[src/rtl/rxq_pkg.sv]
package rxq_pkg;
    localparam logic [1:0] ADDR_CTRL  = 2'd0;
    localparam logic [1:0] ADDR_STAT  = 2'd1;
    localparam logic [1:0] ADDR_LEVEL = 2'd2;

    localparam int BIT_ON    = 7;
    localparam int BIT_OVF   = 4;
    localparam int BIT_FULL  = 3;
    localparam int BIT_THR   = 1;
    localparam int BIT_EMPTY = 0;

    typedef enum logic [1:0] {
        ST_OFF   = 2'd0,
        ST_EMPTY = 2'd1,
        ST_PART  = 2'd2,
        ST_FULL  = 2'd3
    } fill_state_e;

    typedef struct packed {
        logic ovf;
        logic full;
        logic thr;
        logic empty;
    } rxq_flags_t;
endpackage

[src/rtl/rxq_store.sv]
module rxq_store #(
    parameter int WIDTH = 8,
    parameter int DEPTH = 8
) (
    input  logic             clk,
    input  logic             rst_n,
    input  logic             flush,
    input  logic             wr,
    input  logic             rd,
    input  logic [WIDTH-1:0] wdata,
    output logic [WIDTH-1:0] head
);
    localparam int PTR_W = (DEPTH > 1) ? $clog2(DEPTH) : 1;
    localparam logic [PTR_W-1:0] LAST = PTR_W'(DEPTH - 1);

    logic [WIDTH-1:0] mem [DEPTH];
    logic [PTR_W-1:0] wr_ptr, rd_ptr;

    function automatic logic [PTR_W-1:0] step(input logic [PTR_W-1:0] p);
        return (p == LAST) ? '0 : p + 1'b1;
    endfunction

    always_ff @(posedge clk or negedge rst_n) begin
        if (!rst_n) begin
            wr_ptr <= '0;
            rd_ptr <= '0;
        end else if (flush) begin
            wr_ptr <= '0;
            rd_ptr <= '0;
        end else begin
            if (wr) wr_ptr <= step(wr_ptr);
            if (rd) rd_ptr <= step(rd_ptr);
        end
    end

    always_ff @(posedge clk) begin
        if (wr) mem[wr_ptr] <= wdata;
    end

    assign head = mem[rd_ptr];
endmodule

[src/rtl/rxq_fsm.sv]
module rxq_fsm
    import rxq_pkg::*;
#(
    parameter int DEPTH  = 8,
    parameter int THRESH = 4,
    parameter int CNT_W  = 4
) (
    input  logic             clk,
    input  logic             rst_n,
    input  logic             on,
    input  logic             push,
    input  logic             pop,
    output logic             do_push,
    output logic             do_pop,
    output logic             flush,
    output logic [CNT_W-1:0] level,
    output logic             ev_thr,
    output logic             ev_full,
    output logic             ev_empty,
    output logic             ev_ovf
);
    localparam logic [CNT_W-1:0] LVL_FULL = CNT_W'(DEPTH);
    localparam logic [CNT_W-1:0] LVL_THR  = CNT_W'(THRESH);

    fill_state_e      state_q, state_n;
    logic [CNT_W-1:0] lvl_q, lvl_n;

    function automatic fill_state_e classify(input logic [CNT_W-1:0] l);
        if (l == '0)            return ST_EMPTY;
        else if (l == LVL_FULL) return ST_FULL;
        else                    return ST_PART;
    endfunction

    // state register
    always_ff @(posedge clk or negedge rst_n) begin
        if (!rst_n) begin
            state_q <= ST_OFF;
            lvl_q   <= '0;
        end else begin
            state_q <= state_n;
            lvl_q   <= lvl_n;
        end
    end

    // outputs and next state
    always_comb begin
        do_pop  = on && pop && (state_q == ST_PART || state_q == ST_FULL);
        do_push = on && push && (state_q != ST_FULL || do_pop);
        ev_ovf  = on && push && !do_push;
        flush   = !on;
        if (!on) lvl_n = '0;
        else     lvl_n = lvl_q + CNT_W'(do_push) - CNT_W'(do_pop);

        unique case (state_q)
            ST_OFF:   state_n = on ? classify(lvl_n) : ST_OFF;
            ST_EMPTY: state_n = on ? classify(lvl_n) : ST_OFF;
            ST_PART:  state_n = on ? classify(lvl_n) : ST_OFF;
            ST_FULL:  state_n = on ? classify(lvl_n) : ST_OFF;
            default:  state_n = ST_OFF;
        endcase

        ev_empty = (state_q == ST_PART || state_q == ST_FULL) && state_n == ST_EMPTY;
        ev_full  = (state_q != ST_FULL) && state_n == ST_FULL;
        ev_thr   = on && (lvl_q != LVL_THR) && (lvl_n == LVL_THR);
        level    = lvl_q;
    end
endmodule

[src/rtl/rxq_regs.sv]
module rxq_regs
    import rxq_pkg::*;
#(
    parameter int CNT_W = 4
) (
    input  logic             clk,
    input  logic             rst_n,
    input  logic             wr,
    input  logic [1:0]       addr,
    input  logic [7:0]       wdata,
    input  logic [CNT_W-1:0] level,
    input  logic             ev_thr,
    input  logic             ev_full,
    input  logic             ev_empty,
    input  logic             ev_ovf,
    output logic [7:0]       rdata,
    output logic             ctrl_on,
    output logic [2:0]       ctrl_ie,
    output rxq_flags_t       flags,
    output logic             irq
);
    logic       wr_ctrl, wr_stat;
    rxq_flags_t flags_n;
    logic       unused_bits;

    assign wr_ctrl     = wr && (addr == ADDR_CTRL);
    assign wr_stat     = wr && (addr == ADDR_STAT);
    assign unused_bits = ^{wdata[6:5], wdata[2]};

    function automatic logic sticky(input logic cur, input logic sw_wr,
                                    input logic sw_val, input logic hw_set);
        logic v;
        v = sw_wr ? sw_val : cur;
        return v | hw_set;
    endfunction

    always_comb begin
        flags_n.ovf   = sticky(flags.ovf,   wr_stat, wdata[BIT_OVF],   ev_ovf);
        flags_n.full  = sticky(flags.full,  wr_stat, wdata[BIT_FULL],  ev_full);
        flags_n.thr   = sticky(flags.thr,   wr_stat, wdata[BIT_THR],   ev_thr);
        flags_n.empty = sticky(flags.empty, wr_stat, wdata[BIT_EMPTY], ev_empty);
    end

    always_ff @(posedge clk or negedge rst_n) begin
        if (!rst_n) begin
            ctrl_on <= 1'b0;
            ctrl_ie <= '0;
            flags   <= '0;
            irq     <= 1'b0;
        end else begin
            if (wr_ctrl) begin
                ctrl_on <= wdata[BIT_ON];
                ctrl_ie <= {wdata[BIT_FULL], wdata[BIT_THR], wdata[BIT_EMPTY]};
            end
            flags <= flags_n;
            irq   <= (flags.full & ctrl_ie[2]) | (flags.thr & ctrl_ie[1])
                   | (flags.empty & ctrl_ie[0]);
        end
    end

    always_comb begin
        rdata = '0;
        unique case (addr)
            ADDR_CTRL: begin
                rdata[BIT_ON]    = ctrl_on;
                rdata[BIT_FULL]  = ctrl_ie[2];
                rdata[BIT_THR]   = ctrl_ie[1];
                rdata[BIT_EMPTY] = ctrl_ie[0];
            end
            ADDR_STAT: begin
                rdata[BIT_OVF]   = flags.ovf;
                rdata[BIT_FULL]  = flags.full;
                rdata[BIT_THR]   = flags.thr;
                rdata[BIT_EMPTY] = flags.empty;
            end
            ADDR_LEVEL: rdata[CNT_W-1:0] = level;
            default:    rdata = '0;
        endcase
    end
endmodule

[src/rtl/rx_byte_queue.sv]
module rx_byte_queue
    import rxq_pkg::*;
#(
    parameter int WIDTH  = 8,
    parameter int DEPTH  = 8,
    parameter int THRESH = 4
) (
    input  logic             clk,
    input  logic             rst_n,
    input  logic             push,
    input  logic [WIDTH-1:0] push_data,
    input  logic             pop,
    output logic [WIDTH-1:0] pop_data,
    input  logic             reg_wr,
    input  logic [1:0]       reg_addr,
    input  logic [7:0]       reg_wdata,
    output logic [7:0]       reg_rdata,
    output logic             irq
);
    localparam int CNT_W = $clog2(DEPTH + 1);

    logic             ctrl_on, do_push, do_pop, flush;
    logic             ev_thr, ev_full, ev_empty, ev_ovf;
    logic [2:0]       ctrl_ie;
    logic [CNT_W-1:0] level;
    logic [WIDTH-1:0] head;
    rxq_flags_t       flags;

    rxq_fsm #(.DEPTH(DEPTH), .THRESH(THRESH), .CNT_W(CNT_W)) fsm_i (
        .clk(clk), .rst_n(rst_n), .on(ctrl_on), .push(push), .pop(pop),
        .do_push(do_push), .do_pop(do_pop), .flush(flush), .level(level),
        .ev_thr(ev_thr), .ev_full(ev_full), .ev_empty(ev_empty), .ev_ovf(ev_ovf)
    );

    rxq_store #(.WIDTH(WIDTH), .DEPTH(DEPTH)) store_i (
        .clk(clk), .rst_n(rst_n), .flush(flush), .wr(do_push), .rd(do_pop),
        .wdata(push_data), .head(head)
    );

    rxq_regs #(.CNT_W(CNT_W)) regs_i (
        .clk(clk), .rst_n(rst_n), .wr(reg_wr), .addr(reg_addr), .wdata(reg_wdata),
        .level(level), .ev_thr(ev_thr), .ev_full(ev_full), .ev_empty(ev_empty),
        .ev_ovf(ev_ovf), .rdata(reg_rdata), .ctrl_on(ctrl_on), .ctrl_ie(ctrl_ie),
        .flags(flags), .irq(irq)
    );

    always_ff @(posedge clk or negedge rst_n) begin
        if (!rst_n)      pop_data <= '0;
        else if (do_pop) pop_data <= head;
        else if (pop)    pop_data <= '0;
    end
endmodule

[config.mk]
export PLATFORM = sky130hd
export DESIGN_NAME = rx_byte_queue
export DESIGN_NICKNAME = d
export VERILOG_FILES = /design/src/rtl/rxq_pkg.sv /design/src/rtl/rxq_store.sv /design/src/rtl/rxq_fsm.sv /design/src/rtl/rxq_regs.sv /design/src/rtl/rx_byte_queue.sv
export SDC_FILE = /design/constraint.sdc
export NUM_CORES = 1
export LEC_CHECK = 0
export CORE_UTILIZATION = 45
export CTS_CLUSTER_DIAMETER = 150
export DETAILED_ROUTE_END_ITERATION = 8
export HOLD_SLACK_MARGIN = 0.06
export PLACE_DENSITY = 0.67
export SYNTH_ARGS = -nofsm -noshare
export SYNTH_HDL_FRONTEND = slang
export SYNTH_SLANG_ARGS = --single-unit
[constraint.sdc]
create_clock -name clk -period 3.25 [get_ports clk]
set_clock_uncertainty 0.2 [all_clocks]
set_input_delay 0.65 -clock clk [delete_from_list [all_inputs] [get_ports clk]]
set_output_delay 0.65 -clock clk [all_outputs]
set_load 0.05 [all_outputs]
Yosys cells after proc, flatten, opt, wreduce, memory -nomap -nowiden:

Memories as Yosys holds them, arrays and structs flattened.
Index checks and enable logic that the tools add are counted.

* $add $sub $neg: 4
* eq/ne operators: 15
* mux-type cells: 24
* bitwise gates (word level): 9
* reductions and logical operators: 19

Operator list (count)
* 3-bit 2-to-1 mux: 6
* 8-bit 2-to-1 mux: 2
* 1-bit logical AND: 11
* 1-bit 2-to-1 mux: 10
* 2-bit equality test, second input constant: 4
* 3-bit by 1-bit adder with 3-bit output, second input constant: 2
* 2-bit by 1-bit equality test with 1-bit output, second input constant: 3
* 3-bit equality test, second input constant: 2
* 2-bit 2-to-1 mux: 3
* 2-bit inequality test, second input constant: 3
* 1-bit OR: 6
* 2-bit one-hot mux with 3 select lines: 1
* 4-bit by 1-bit adder with 4-bit output: 1
* 4-bit by 3-bit equality test with 1-bit output, second input constant: 1
* 4-bit equality test, second input constant: 1
* 2-bit zero test: 2
* 4-bit zero test: 1
* 4-bit 2-to-1 mux: 1
* 4-bit by 3-bit inequality test with 1-bit output, second input constant: 1
* 4-bit OR reduction: 1
* 4-bit by 1-bit subtractor with 4-bit output: 1
* 1-bit bitwise AND: 3
* 1-bit one-hot mux with 3 select lines: 1
* 1-bit logical OR: 2
* 2 further kinds: 2

* register bits after elaboration: 29
* RAM bits: 64
* input port bits: 23
* output and inout bits: 17
* word-level logic and storage cells: 84
* memories kept: 1

Memory list
* store_i.mem: words 8, bits a word 8, rd ports 1, clocked after memory_dff 0, write ports 1, RTL line rxq_store.sv:16 `logic [WIDTH-1:0] mem [DEPTH];`

Logic depth before layout (Yosys ltp):

Gate-level depths: netlist of the first run.

* depth after elaboration: 16
* depth in mapped cells: 11
* mapped depth without buffers: 10

By module:

A second synthesis of the first run with hierarchy kept.

* cell total of the unflattened synthesis: 240
* area, all modules: 4091.4 µm²

Modules (own cells, without submodules)
* rxq_store: times used 1, cells an instance 131, area each 2836.5 µm², seq. area each 2072.0 µm²
* rxq_regs: times used 1, cells an instance 44, area each 503.0 µm², seq. area each 225.2 µm²
* rxq_fsm: times used 1, cells an instance 47, area each 450.4 µm², seq. area each 150.1 µm²
* rx_byte_queue: times used 1, cells an instance 18, area each 301.5 µm², seq. area each 200.2 µm²

Worst setup path before layout of the first run:

Ideal clock, no wire load.

* path type: input -> register
* from: input pop
* to: register, netlist name regs_i.flags[2]
* setup time: 0.066 ns
* data arrival time: 2.681 ns
* setup slack: 0.304 ns
* cell stages on the path: 11
* cells stage by stage: buf_2 nand3_1 inv_2 ha_1 inv_1 ha_1 fa_1 xor2_1 nor3_1 and2_1 a31o_1

RTL lines
* from (decl): RTL line rx_byte_queue.sv:12 `input logic pop,`

==> flow_summary.json, run 1 <==
{
  "post_cts_hold_fix_bufs": 0,
  "tritoncts.num_buffers": 9,
  "synth.distinct_cells": 42,
  "overflow": 0,
  "vdd.ir_drop.worst_uv": 378,
  "clk-insertion-delay-late_ns": 0.35,
  "tritoncts": "yes",
  "initial_antenna_violation_count": 0,
  "postSynth.asyncResetShare": 0.312,
  "share_seq_of_total_power": 0.478,
  "synth_warn": 0,
  "first_pass_grt_wire_length_mm": 12.1,
  "combinationalPowerShare": 0.278,
  "io_buffers": 34,
  "use_met1": 0.258,
  "crit_required_ns": 3.34,
  "worst_ep_arrival_time_ns": 3.13,
  "pin_count_of_the_biggest_net_entering_global_routing": 30,
  "p_leak_nw": 1.80,
  "timing.critical_path.from_type": "primary input",
  "maxCapViolCount": 0,
  "worst_hold_slack_ns": 0.313,
  "area_occupied_by_registers_sq_um": 2650,
  "initial_detailed_routing_violation_count": 113,
  "drt-pass1-iter-count": 4,
  "clk_pin_slew_worst_paths_ns": 0.09,
  "synth-seq-area-share": 0.667,
  "worstMarginPinSlew_ns": 0.714,
  "i_o_pins": 40,
  "placed_cell_area_sq_um": 4620,
  "synth_edf_count": 64,
  "layout-drive-gt1-share": 0.180,
  "chipWidth_um": 95.9,
  "detail_route.drc_violations": 0,
  "post_drt_via_cell_ratio": 5.30,
  "postSynthCellCount": 268,
  "n_antenna_cell": 0,
  "grt_resource_usage_total": 0.185,
  "criticalPathCategory": "primary input to flop",
  "finalMaxSlewViolations": 0,
  "ff2ff_path_depth": 9,
  "fillCellCount": 663,
  "yosys_register_bits": 93,
  "final_design_area_no_fill_sq_um": 4820,
  "holdPathStages": 2,
  "clock_power_share": 0.245,
  "ant_nets": 0,
  "post-cts-setup-buffer-count": 0,
  "synth_ff_type": "sky130_fd_sc_hd__edfxtp_1",
  "unrepaired_setup_endpoints_after_global_routing": "no",
  "period_needed_ns": 3.04,
  "synthesis.area_sq_um": 3970,
  "grt_pass1_vias": 2324,
  "top_usage_layer": "met2",
  "finalSetupViolations": 0,
  "worst-path-max-fanout": 3,
  "detail_routed_net_length_per_standard_cell_um": 17.2,
  "synthesis.area_per_instance_sq_um": 14.8,
  "met2_usage": 0.296,
  "final_nets": 362,
  "final_core_utilization": 0.575,
  "sw_frac_of_total": 0.314,
  "initial_utilization": 0.474,
  "design.die.area_sq_um": 9200,
  "grt_use_met3": 0.0427,
  "layout-area-overhead-vs-synth_pct": 21.4,
  "intPower_mw": 2.16,
  "cts_num_sinks": 93,
  "fmaxAchievable_mhz": 329,
  "place_congestion": 0.772,
  "post-dp-hpwl_mm": 5.26,
  "final_cell_mix": "sky130_fd_sc_hd__edfxtp_1 (64), sky130_fd_sc_hd__dfrtp_1 (29), sky130_fd_sc_hd__clkdlybuf4s50_1 (28)",
  "slew_headroom": 0.524,
  "period_share": 0.934,
  "ctsLongestPathBuffers": 2,
  "layout_commonest_cell": "sky130_fd_sc_hd__edfxtp_1",
  "clock_tree.root_cell": "sky130_fd_sc_hd__clkbuf_8",
  "drt-total-wl_mm": 7.54,
  "cts.repair.resized": 0,
  "hold_viol_final": 0,
  "core_region_area_sq_um": 8380,
  "setup.worst_path.end_class": "flop",
  "outcome": "finished, final reports clean",
  "report.power.total_mw": 3.15,
  "floorplan.die.height_um": 95.9,
  "multi_input_area_sq_um": 1170,
  "power_per_cell_area_nw_per_um2": 654,
  "placementRows": 33,
  "vias": 2328,
  "holdCritPathClass": "flop to flop",
  "htree_num_levels": 3,
  "netSwitchingPower_mw": 0.989
}
==> path summary, 6_finish.rpt <==
check	start	to	slack (ns)
max	pop	regs_i.flags[2]$_DFF_PN0_	0.21
min	regs_i.flags[3]$_DFF_PN0_	regs_i.flags[3]$_DFF_PN0_	0.31
max reg2reg	regs_i.ctrl_on$_DFFE_PN0P_	regs_i.flags[2]$_DFF_PN0_	0.49
min reg2reg	regs_i.flags[3]$_DFF_PN0_	regs_i.flags[3]$_DFF_PN0_	0.31
max in group asynchronous	rst_n	pop_data[0]$_DFFE_PN0P_	2.08
min in group asynchronous	rst_n	store_i.wr_ptr[0]$_DFFE_PN0P_	0.48
==> sequential cells by signal (all words and copies together) (netlist names) <==
signal	count
pop_data	8
store_i.rd_ptr	3
fsm_i.level	4
fsm_i.state_q	2
regs_i.irq	1
regs_i.flags	4
store_i.mem	64
store_i.wr_ptr	3
regs_i.ctrl_on	1
regs_i.ctrl_ie	3
==> cell families after synthesis <==
kind of cell	count (synthesis)	share of synthesized area
AND/OR/NAND/NOR	63	0.0857
other	1	0.000944
adder cells (fa/ha/maj)	10	0.0334
AO/OA/AOI/OAI	35	0.0555
multiplexers	35	0.115
XOR/XNOR	2	0.00441
flip-flops	93	0.667
buffers and inverters	29	0.0384
==> cell usage after synthesis, types with 2 or more instances <==
library cell | n | area [sq um]
sky130_fd_sc_hd__a21oi_1 | 5 | 25.0
sky130_fd_sc_hd__a22oi_1 | 4 | 30.0
sky130_fd_sc_hd__and2_1 | 6 | 37.5
sky130_fd_sc_hd__buf_2 | 4 | 20.0
sky130_fd_sc_hd__buf_4 | 2 | 15.0
sky130_fd_sc_hd__buf_6 | 2 | 22.5
sky130_fd_sc_hd__clkbuf_1 | 3 | 11.3
sky130_fd_sc_hd__dfrtp_1 | 29 | 726
sky130_fd_sc_hd__edfxtp_1 | 64 | 1920
sky130_fd_sc_hd__ha_1 | 9 | 113
sky130_fd_sc_hd__inv_1 | 16 | 60.1
sky130_fd_sc_hd__mux2_1 | 5 | 56.3
sky130_fd_sc_hd__mux2i_1 | 22 | 220
sky130_fd_sc_hd__mux4_2 | 8 | 180
sky130_fd_sc_hd__nand2_1 | 11 | 41.3
sky130_fd_sc_hd__nand2b_1 | 7 | 43.8
sky130_fd_sc_hd__nand3_1 | 16 | 80.1
sky130_fd_sc_hd__nand3b_1 | 3 | 22.5
sky130_fd_sc_hd__nor2_1 | 8 | 30.0
sky130_fd_sc_hd__nor2b_1 | 3 | 18.8
sky130_fd_sc_hd__nor3_1 | 3 | 15.0
sky130_fd_sc_hd__o211ai_1 | 3 | 22.5
sky130_fd_sc_hd__o21ai_1 | 16 | 80.1
==> critical path, cell delays in order <==
cell                              delay, ns
sky130_fd_sc_hd__clkdlybuf4s50_1       0.50
sky130_fd_sc_hd__nand3b_1              0.17
sky130_fd_sc_hd__nand3_2               0.09
sky130_fd_sc_hd__ha_1                  0.31
sky130_fd_sc_hd__inv_1                 0.05
sky130_fd_sc_hd__ha_1                  0.20
sky130_fd_sc_hd__fa_1                  0.38
sky130_fd_sc_hd__xor2_1                0.18
sky130_fd_sc_hd__nor3_1                0.26
sky130_fd_sc_hd__and2_1                0.20
sky130_fd_sc_hd__a31o_1                0.14
==> per-layer routing <==
layer | vias up | routed length (um)
met3 | 6 | 243
li1 | 1109 | -
met5 | - | 0
met1 | 1169 | 3600
met2 | 44 | 3640
met4 | 0 | 55
==> through the flow <==
step | setup WS (ns) | setup TNS (ns) | cells
finish | 0.214 | 0 | 439
global route | 0.0696 | 0 | 439
CTS | 0.213 | 0 | 439
detailed placement | -0.151 | -0.398 | 423
global placement | -0.105 | -0.228 | 423
floorplan | 0.304 | 0 | 269
==> power groups by stage <==
stage	Clock (mW)	Sequential (mW)	Combinational [mW]
after floorplan	0	1.57	0.544
after global placement	0	1.53	0.872
after detailed placement	0	1.53	0.883
after CTS	0.787	1.50	0.887
after global routing	0.842	1.52	0.961
final	0.770	1.50	0.875
==> final cells by class <==
cell class	count	share of cell area
Multi-Input combinational cell	147	0.244
Inverter	17	0.0132
Clock inverter	6	0.0148
Tap cell	105	0.0273
Clock buffer	10	0.0265
Timing Repair Buffer	61	0.125
Sequential cell	93	0.549
Power figures use the tool's default switching activity.
==> inputs of run 2 (changes only) <==
--- a/config.mk
+++ b/config.mk
@@ -10,6 +10,7 @@
 export DETAILED_ROUTE_END_ITERATION = 8
 export HOLD_SLACK_MARGIN = 0.06
 export PLACE_DENSITY = 0.67
+export RECOVER_POWER = 25
 export SYNTH_ARGS = -nofsm -noshare
 export SYNTH_HDL_FRONTEND = slang
 export SYNTH_SLANG_ARGS = --single-unit
==> run 2 against run 1 <==
The run now ends with capacitance limit, slew limit left. Worst hold slack is the same. First-iteration DRC count is the same. Non-clock buffer count unchanged. Worst setup slack gained 0.0087 ns. Total power hardly changed. Wire length is essentially flat. Cell area hardly changed. Sequential share of layout area about the same. Clock-buffer cell count unchanged. Register-to-register slack about the same. Global-route usage unchanged. Critical path depth is the same. Highest routed layer unchanged.
==> flow_summary.json, run 2 (synthesis gave the netlist of run 1 again) <==
{
  "outcome": "complete, but fails checks",
  "violations": "capacitance limit, slew limit",
  "vias": 2327,
  "worst_path_most_repeated_cell": "sky130_fd_sc_hd__ha_1",
  "fmaxAchievable_mhz": 330,
  "ant_nets": 0,
  "crit_path_top_delay_cell": "sky130_fd_sc_hd__clkdlybuf4s50_1",
  "worst-path-buf-inv": 2,
  "cts.repair.resized": 0,
  "top_register": "store_i.mem",
  "grt_resource_usage_total": 0.185,
  "initial_antenna_violation_count": 0,
  "unrepaired_setup_endpoints_after_global_routing": "no",
  "post_drt_via_cell_ratio": 5.30,
  "layout_commonest_cell": "sky130_fd_sc_hd__edfxtp_1",
  "critical_path.top_delay_family": "adder cells",
  "slew_headroom": -0.0847,
  "place_congestion": 0.772,
  "clock_tree.root_cell": "sky130_fd_sc_hd__clkbuf_8",
  "finalSetupViolations": 0,
  "i_o_pins": 40,
  "design.die.area_sq_um": 9200,
  "setup.worst_path.end_class": "flop",
  "io_buffers": 34,
  "crit_required_ns": 3.34,
  "detail_route.drc_violations": 0,
  "path_cells": "clkdlybuf4s50_1 > nand3b_1 > nand3_2 > ha_1 > inv_1 > ha_1 > fa_1 > xor2_1 > nor3_1 > and2_1 > a31o_1",
  "core_region_area_sq_um": 8380,
  "largest_register_ffs": 64,
  "period_share": 0.932,
  "period_needed_ns": 3.03,
  "final_cell_mix": "sky130_fd_sc_hd__edfxtp_1 (64), sky130_fd_sc_hd__dfrtp_1 (29), sky130_fd_sc_hd__buf_4 (26)",
  "layout-area-overhead-vs-synth_pct": 21.3,
  "n_antenna_cell": 0,
  "p_leak_nw": 1.80,
  "detail_routed_net_length_per_standard_cell_um": 17.2,
  "power_per_cell_area_nw_per_um2": 654,
  "layout-drive-gt1-share": 0.177,
  "top_regs": "store_i.mem: 64 flops, pop_data: 8 flops",
  "worst_ep_arrival_time_ns": 3.12,
  "pin_count_of_the_biggest_net_entering_global_routing": 30,
  "post-dp-hpwl_mm": 5.26,
  "maxCapViolCount": 1,
  "drt-pass1-iter-count": 4,
  "tritoncts": "yes",
  "ctsLongestPathBuffers": 2,
  "cts_num_sinks": 93,
  "fillCellCount": 665,
  "placementRows": 33,
  "crit_path_max_incr_delay_ns": 0.50,
  "worst-path-max-fanout": 3,
  "final_core_utilization": 0.575,
  "timing.critical_path.from_type": "primary input",
  "first_pass_grt_wire_length_mm": 12.1,
  "clk_pin_slew_worst_paths_ns": 0.09,
  "holdCritPathClass": "flop to flop",
  "chipWidth_um": 95.9,
  "initial_utilization": 0.474,
  "post-cts-setup-buffer-count": 0,
  "final_design_area_no_fill_sq_um": 4820,
  "vdd.ir_drop.worst_uv": 378,
  "drt-total-wl_mm": 7.53,
  "post_cts_hold_fix_bufs": 0,
  "finalMaxSlewViolations": 30,
  "finalWorstSetupSlack_ns": 0.223,
  "htree_num_levels": 3,
  "clk-insertion-delay-late_ns": 0.35,
  "worstMarginPinSlew_ns": 1.63,
  "criticalPathCategory": "primary input to flop",
  "overflow": 0,
  "final_nets": 362,
  "grt_pass1_vias": 2324,
  "floorplan.die.height_um": 95.9,
  "tritoncts.num_buffers": 9,
  "initial_detailed_routing_violation_count": 113,
  "hold_viol_final": 0,
  "placed_cell_area_sq_um": 4620,
  "place_ws_ns": -0.151
}
[run 2: layout make-up]
cell class                      instances  area [sq um]  area share
Sequential cell                        93          2650       0.550
Multi-Input combinational cell        147          1170       0.244
Timing Repair Buffer                   61           599       0.124
Tap cell                              105           131      0.0273
Clock buffer                           10           128      0.0265
Clock inverter                          6          71.3      0.0148
Inverter                               17          63.8      0.0133
[run 2: path summary, 6_finish.rpt]
check                           depth (start not counted)                             to                       start  slack, ns
max in group asynchronous                               2        pop_data[0]$_DFFE_PN0P_                       rst_n       0.87
worst max register to register                          9      regs_i.flags[2]$_DFF_PN0_  regs_i.ctrl_on$_DFFE_PN0P_       0.50
min in group asynchronous                               2  store_i.wr_ptr[0]$_DFFE_PN0P_                       rst_n       1.04
worst min-delay path                                    2      regs_i.flags[3]$_DFF_PN0_   regs_i.flags[3]$_DFF_PN0_       0.31
worst max-delay path                                   11      regs_i.flags[2]$_DFF_PN0_                         pop       0.22
worst min register to register                          2      regs_i.flags[3]$_DFF_PN0_   regs_i.flags[3]$_DFF_PN0_       0.31
[run 2: metal layers]
layer	part of all wire	vias up	GRT usage
li1	-	1108	-
met1	0.48	1171	0.258
met2	0.48	42	0.296
met3	0.032	6	0.0427
met4	0.0073	0	0.0460
met5	0	-	0
[run 2: tightest hold or removal path: cells and delay by family (launching register included)]
family	cells	cell delay (ns)
muxes	1	0.07
AOI/OAI and AO/OA	1	0.06
DFF	1	0.35
[run 2: per-stage QoR]
stage	hold slack, ns	std cells	power, mW	setup TNS, ns
after floorplan	0.154	269	2.11	0
after global placement	0.287	423	2.40	-0.228
after detailed placement	0.300	423	2.41	-0.398
after CTS	0.321	439	3.18	0
after global routing	0.333	439	3.33	0
final	0.313	439	3.15	0
[run 2: power by group]
part / total (mW) / internal [mW] / switching (mW)
registers: 1.50 / 1.40 / 0.110
clock network: 0.770 / 0.364 / 0.406
logic: 0.873 / 0.400 / 0.473
==> inputs of run 3 (changes only) <==
--- a/config.mk
+++ b/config.mk
@@ -6,6 +6,7 @@
 export NUM_CORES = 1
 export LEC_CHECK = 0
 export CORE_UTILIZATION = 45
+export CTS_BUF_LIST = sky130_fd_sc_hd__clkbuf_16
 export CTS_CLUSTER_DIAMETER = 150
 export DETAILED_ROUTE_END_ITERATION = 8
 export HOLD_SLACK_MARGIN = 0.06
==> run 3 against run 2 <==
The flow still finishes with violations (capacitance limit, slew limit). Highest routed layer unchanged. Clock power is 36% higher. Global-route usage increased by 0.55 points. Cell area up 2.1%. Worst hold slack worse by 0.0056 ns. Critical endpoint unchanged. First-iteration DRC count decreased by 8.8%. Sequential cell count did not move. Die area unchanged. Cell count unchanged. Sequential share of layout area is 1.1 points lower. Combinational power barely moved. Non-clock buffer count unchanged.
==> flow_summary.json, run 3 (synthesis gave the netlist of run 1 again) <==
{
  "hold_viol_final": 0,
  "timing.critical_path.from_type": "primary input",
  "tritoncts": "yes",
  "maxCapViolCount": 1,
  "floorplan.die.height_um": 95.9,
  "post_drt_via_cell_ratio": 5.35,
  "clock_tree.root_cell": "sky130_fd_sc_hd__clkbuf_16",
  "final-instance-count-excl-fill": 439,
  "grt_pass1_vias": 2328,
  "hold_path_startpoint": "regs_i.flags[3]$_DFF_PN0_",
  "setup.worst_path.end_class": "flop",
  "multi_input_area_sq_um": 1170,
  "holdCritPathClass": "flop to flop",
  "drt-pass1-iter-count": 4,
  "layout-drive-gt1-share": 0.177,
  "layout-area-overhead-vs-synth_pct": 23.8,
  "fillCellCount": 654,
  "i_o_pins": 40,
  "post-cts-setup-buffer-count": 0,
  "vias": 2348,
  "largest_register_ffs": 64,
  "overflow": 0,
  "p_leak_nw": 1.85,
  "worst_r2r_endpoint": "regs_i.flags[2]$_DFF_PN0_",
  "finalSetupViolations": 0,
  "area_occupied_by_registers_sq_um": 2650,
  "unrepaired_setup_endpoints_after_global_routing": "no",
  "pin_count_of_the_biggest_net_entering_global_routing": 30,
  "detail_routed_net_length_per_standard_cell_um": 17.7,
  "ant_nets": 0,
  "core_region_area_sq_um": 8380,
  "design.die.area_sq_um": 9200,
  "n_antenna_cell": 0,
  "criticalPathCategory": "primary input to flop",
  "crit_required_ns": 3.33,
  "final_nets": 362,
  "detail_route.drc_violations": 0,
  "grt_resource_usage_total": 0.191,
  "period_share": 0.938,
  "period_needed_ns": 3.05,
  "worst_ep_arrival_time_ns": 3.13,
  "top_regs": "store_i.mem: 64 flops, pop_data: 8 flops",
  "initial_antenna_violation_count": 0,
  "initial_detailed_routing_violation_count": 103,
  "vdd.ir_drop.worst_uv": 309,
  "cts.repair.resized": 0,
  "worst-path-max-fanout": 3,
  "fmaxAchievable_mhz": 328,
  "worstMarginPinSlew_ns": 1.64,
  "layout_commonest_cell": "sky130_fd_sc_hd__edfxtp_1",
  "post-dp-hpwl_mm": 5.26,
  "htree_num_levels": 3,
  "clk-insertion-delay-late_ns": 0.34,
  "placedCellCount": 423,
  "end_point_of_the_most_critical_hold_path": "regs_i.flags[3]$_DFF_PN0_",
  "top_register": "store_i.mem",
  "slew_headroom": -0.0945,
  "initial_utilization": 0.474,
  "ctsLongestPathBuffers": 2,
  "place_congestion": 0.772,
  "outcome": "complete, but fails checks",
  "tritoncts.num_buffers": 9,
  "chipWidth_um": 95.9,
  "placementRows": 33,
  "clk_pin_slew_worst_paths_ns": 0.06,
  "io_buffers": 34,
  "post_cts_hold_fix_bufs": 0,
  "final_cell_mix": "sky130_fd_sc_hd__edfxtp_1 (64), sky130_fd_sc_hd__dfrtp_1 (29), sky130_fd_sc_hd__buf_4 (26)",
  "report.power.total_mw": 3.43,
  "drt-total-wl_mm": 7.77,
  "placed_cell_area_sq_um": 4620,
  "rr_startpoint": "regs_i.ctrl_on$_DFFE_PN0P_",
  "violations": "capacitance limit, slew limit",
  "power_per_cell_area_nw_per_um2": 698,
  "finalMaxSlewViolations": 30,
  "ff2ff_path_depth": 9,
  "final_design_area_no_fill_sq_um": 4920,
  "worst-r2r-setup-slack_ns": 0.52,
  "holdPathStages": 2,
  "first_pass_grt_wire_length_mm": 12.3,
  "cts_num_sinks": 93
}
run 3: final cells by class:
cell class / count / share of cell area
Multi-Input combinational cell: 147 / 0.239
Tap cell: 105 / 0.0267
Clock inverter: 7 / 0.0153
Inverter: 17 / 0.0130
Sequential cell: 93 / 0.538
Timing Repair Buffer: 61 / 0.122
Clock buffer: 9 / 0.0458
run 3: stage by stage:
stage	utilization	hold slack (ns)	TNS, ns	setup slack, ns
floorplan	-	0.154	0	0.304
global placement	0.551	0.287	-0.228	-0.105
detailed placement	0.551	0.300	-0.398	-0.151
CTS	0.587	0.315	0	0.195
global route	0.587	0.328	0	0.0426
finish	0.587	0.307	0	0.202
run 3: worst max-delay path, stage by stage:
cell	delay (ns)
sky130_fd_sc_hd__clkdlybuf4s50_1	0.51
sky130_fd_sc_hd__nand3b_1	0.17
sky130_fd_sc_hd__nand3_2	0.09
sky130_fd_sc_hd__ha_1	0.31
sky130_fd_sc_hd__inv_1	0.05
sky130_fd_sc_hd__ha_1	0.20
sky130_fd_sc_hd__fa_1	0.38
sky130_fd_sc_hd__xor2_1	0.18
sky130_fd_sc_hd__nor3_1	0.25
sky130_fd_sc_hd__and2_1	0.19
sky130_fd_sc_hd__a31o_1	0.14
run 3: worst max-delay path by stage:
stage	startpoint	endpoint	slack, ns	depth (start not counted)
after floorplan	pop	regs_i.flags[2]$_DFF_PN0_	0.30	11
after global placement	pop	regs_i.flags[2]$_DFF_PN0_	-0.11	11
after detailed placement	pop	regs_i.flags[2]$_DFF_PN0_	-0.15	11
after CTS	pop	regs_i.flags[2]$_DFF_PN0_	0.20	11
after global routing	pop	regs_i.flags[2]$_DFF_PN0_	0.04	11
final	pop	regs_i.flags[2]$_DFF_PN0_	0.20	11
run 3: power by group:
part           total [mW]  switching, mW  internal, mW
Sequential           1.51          0.111          1.40
Combinational       0.876          0.476         0.400
Clock                1.05          0.448         0.601
Total                3.43           1.03          2.40
run 3: layer usage:
layer | up-vias | routed length, um | track usage
li1 | 1106 | - | -
met1 | 1174 | 3610 | 0.262
met2 | 57 | 3690 | 0.301
met3 | 11 | 352 | 0.0474
met4 | 0 | 120 | 0.0609
met5 | - | 0 | 0
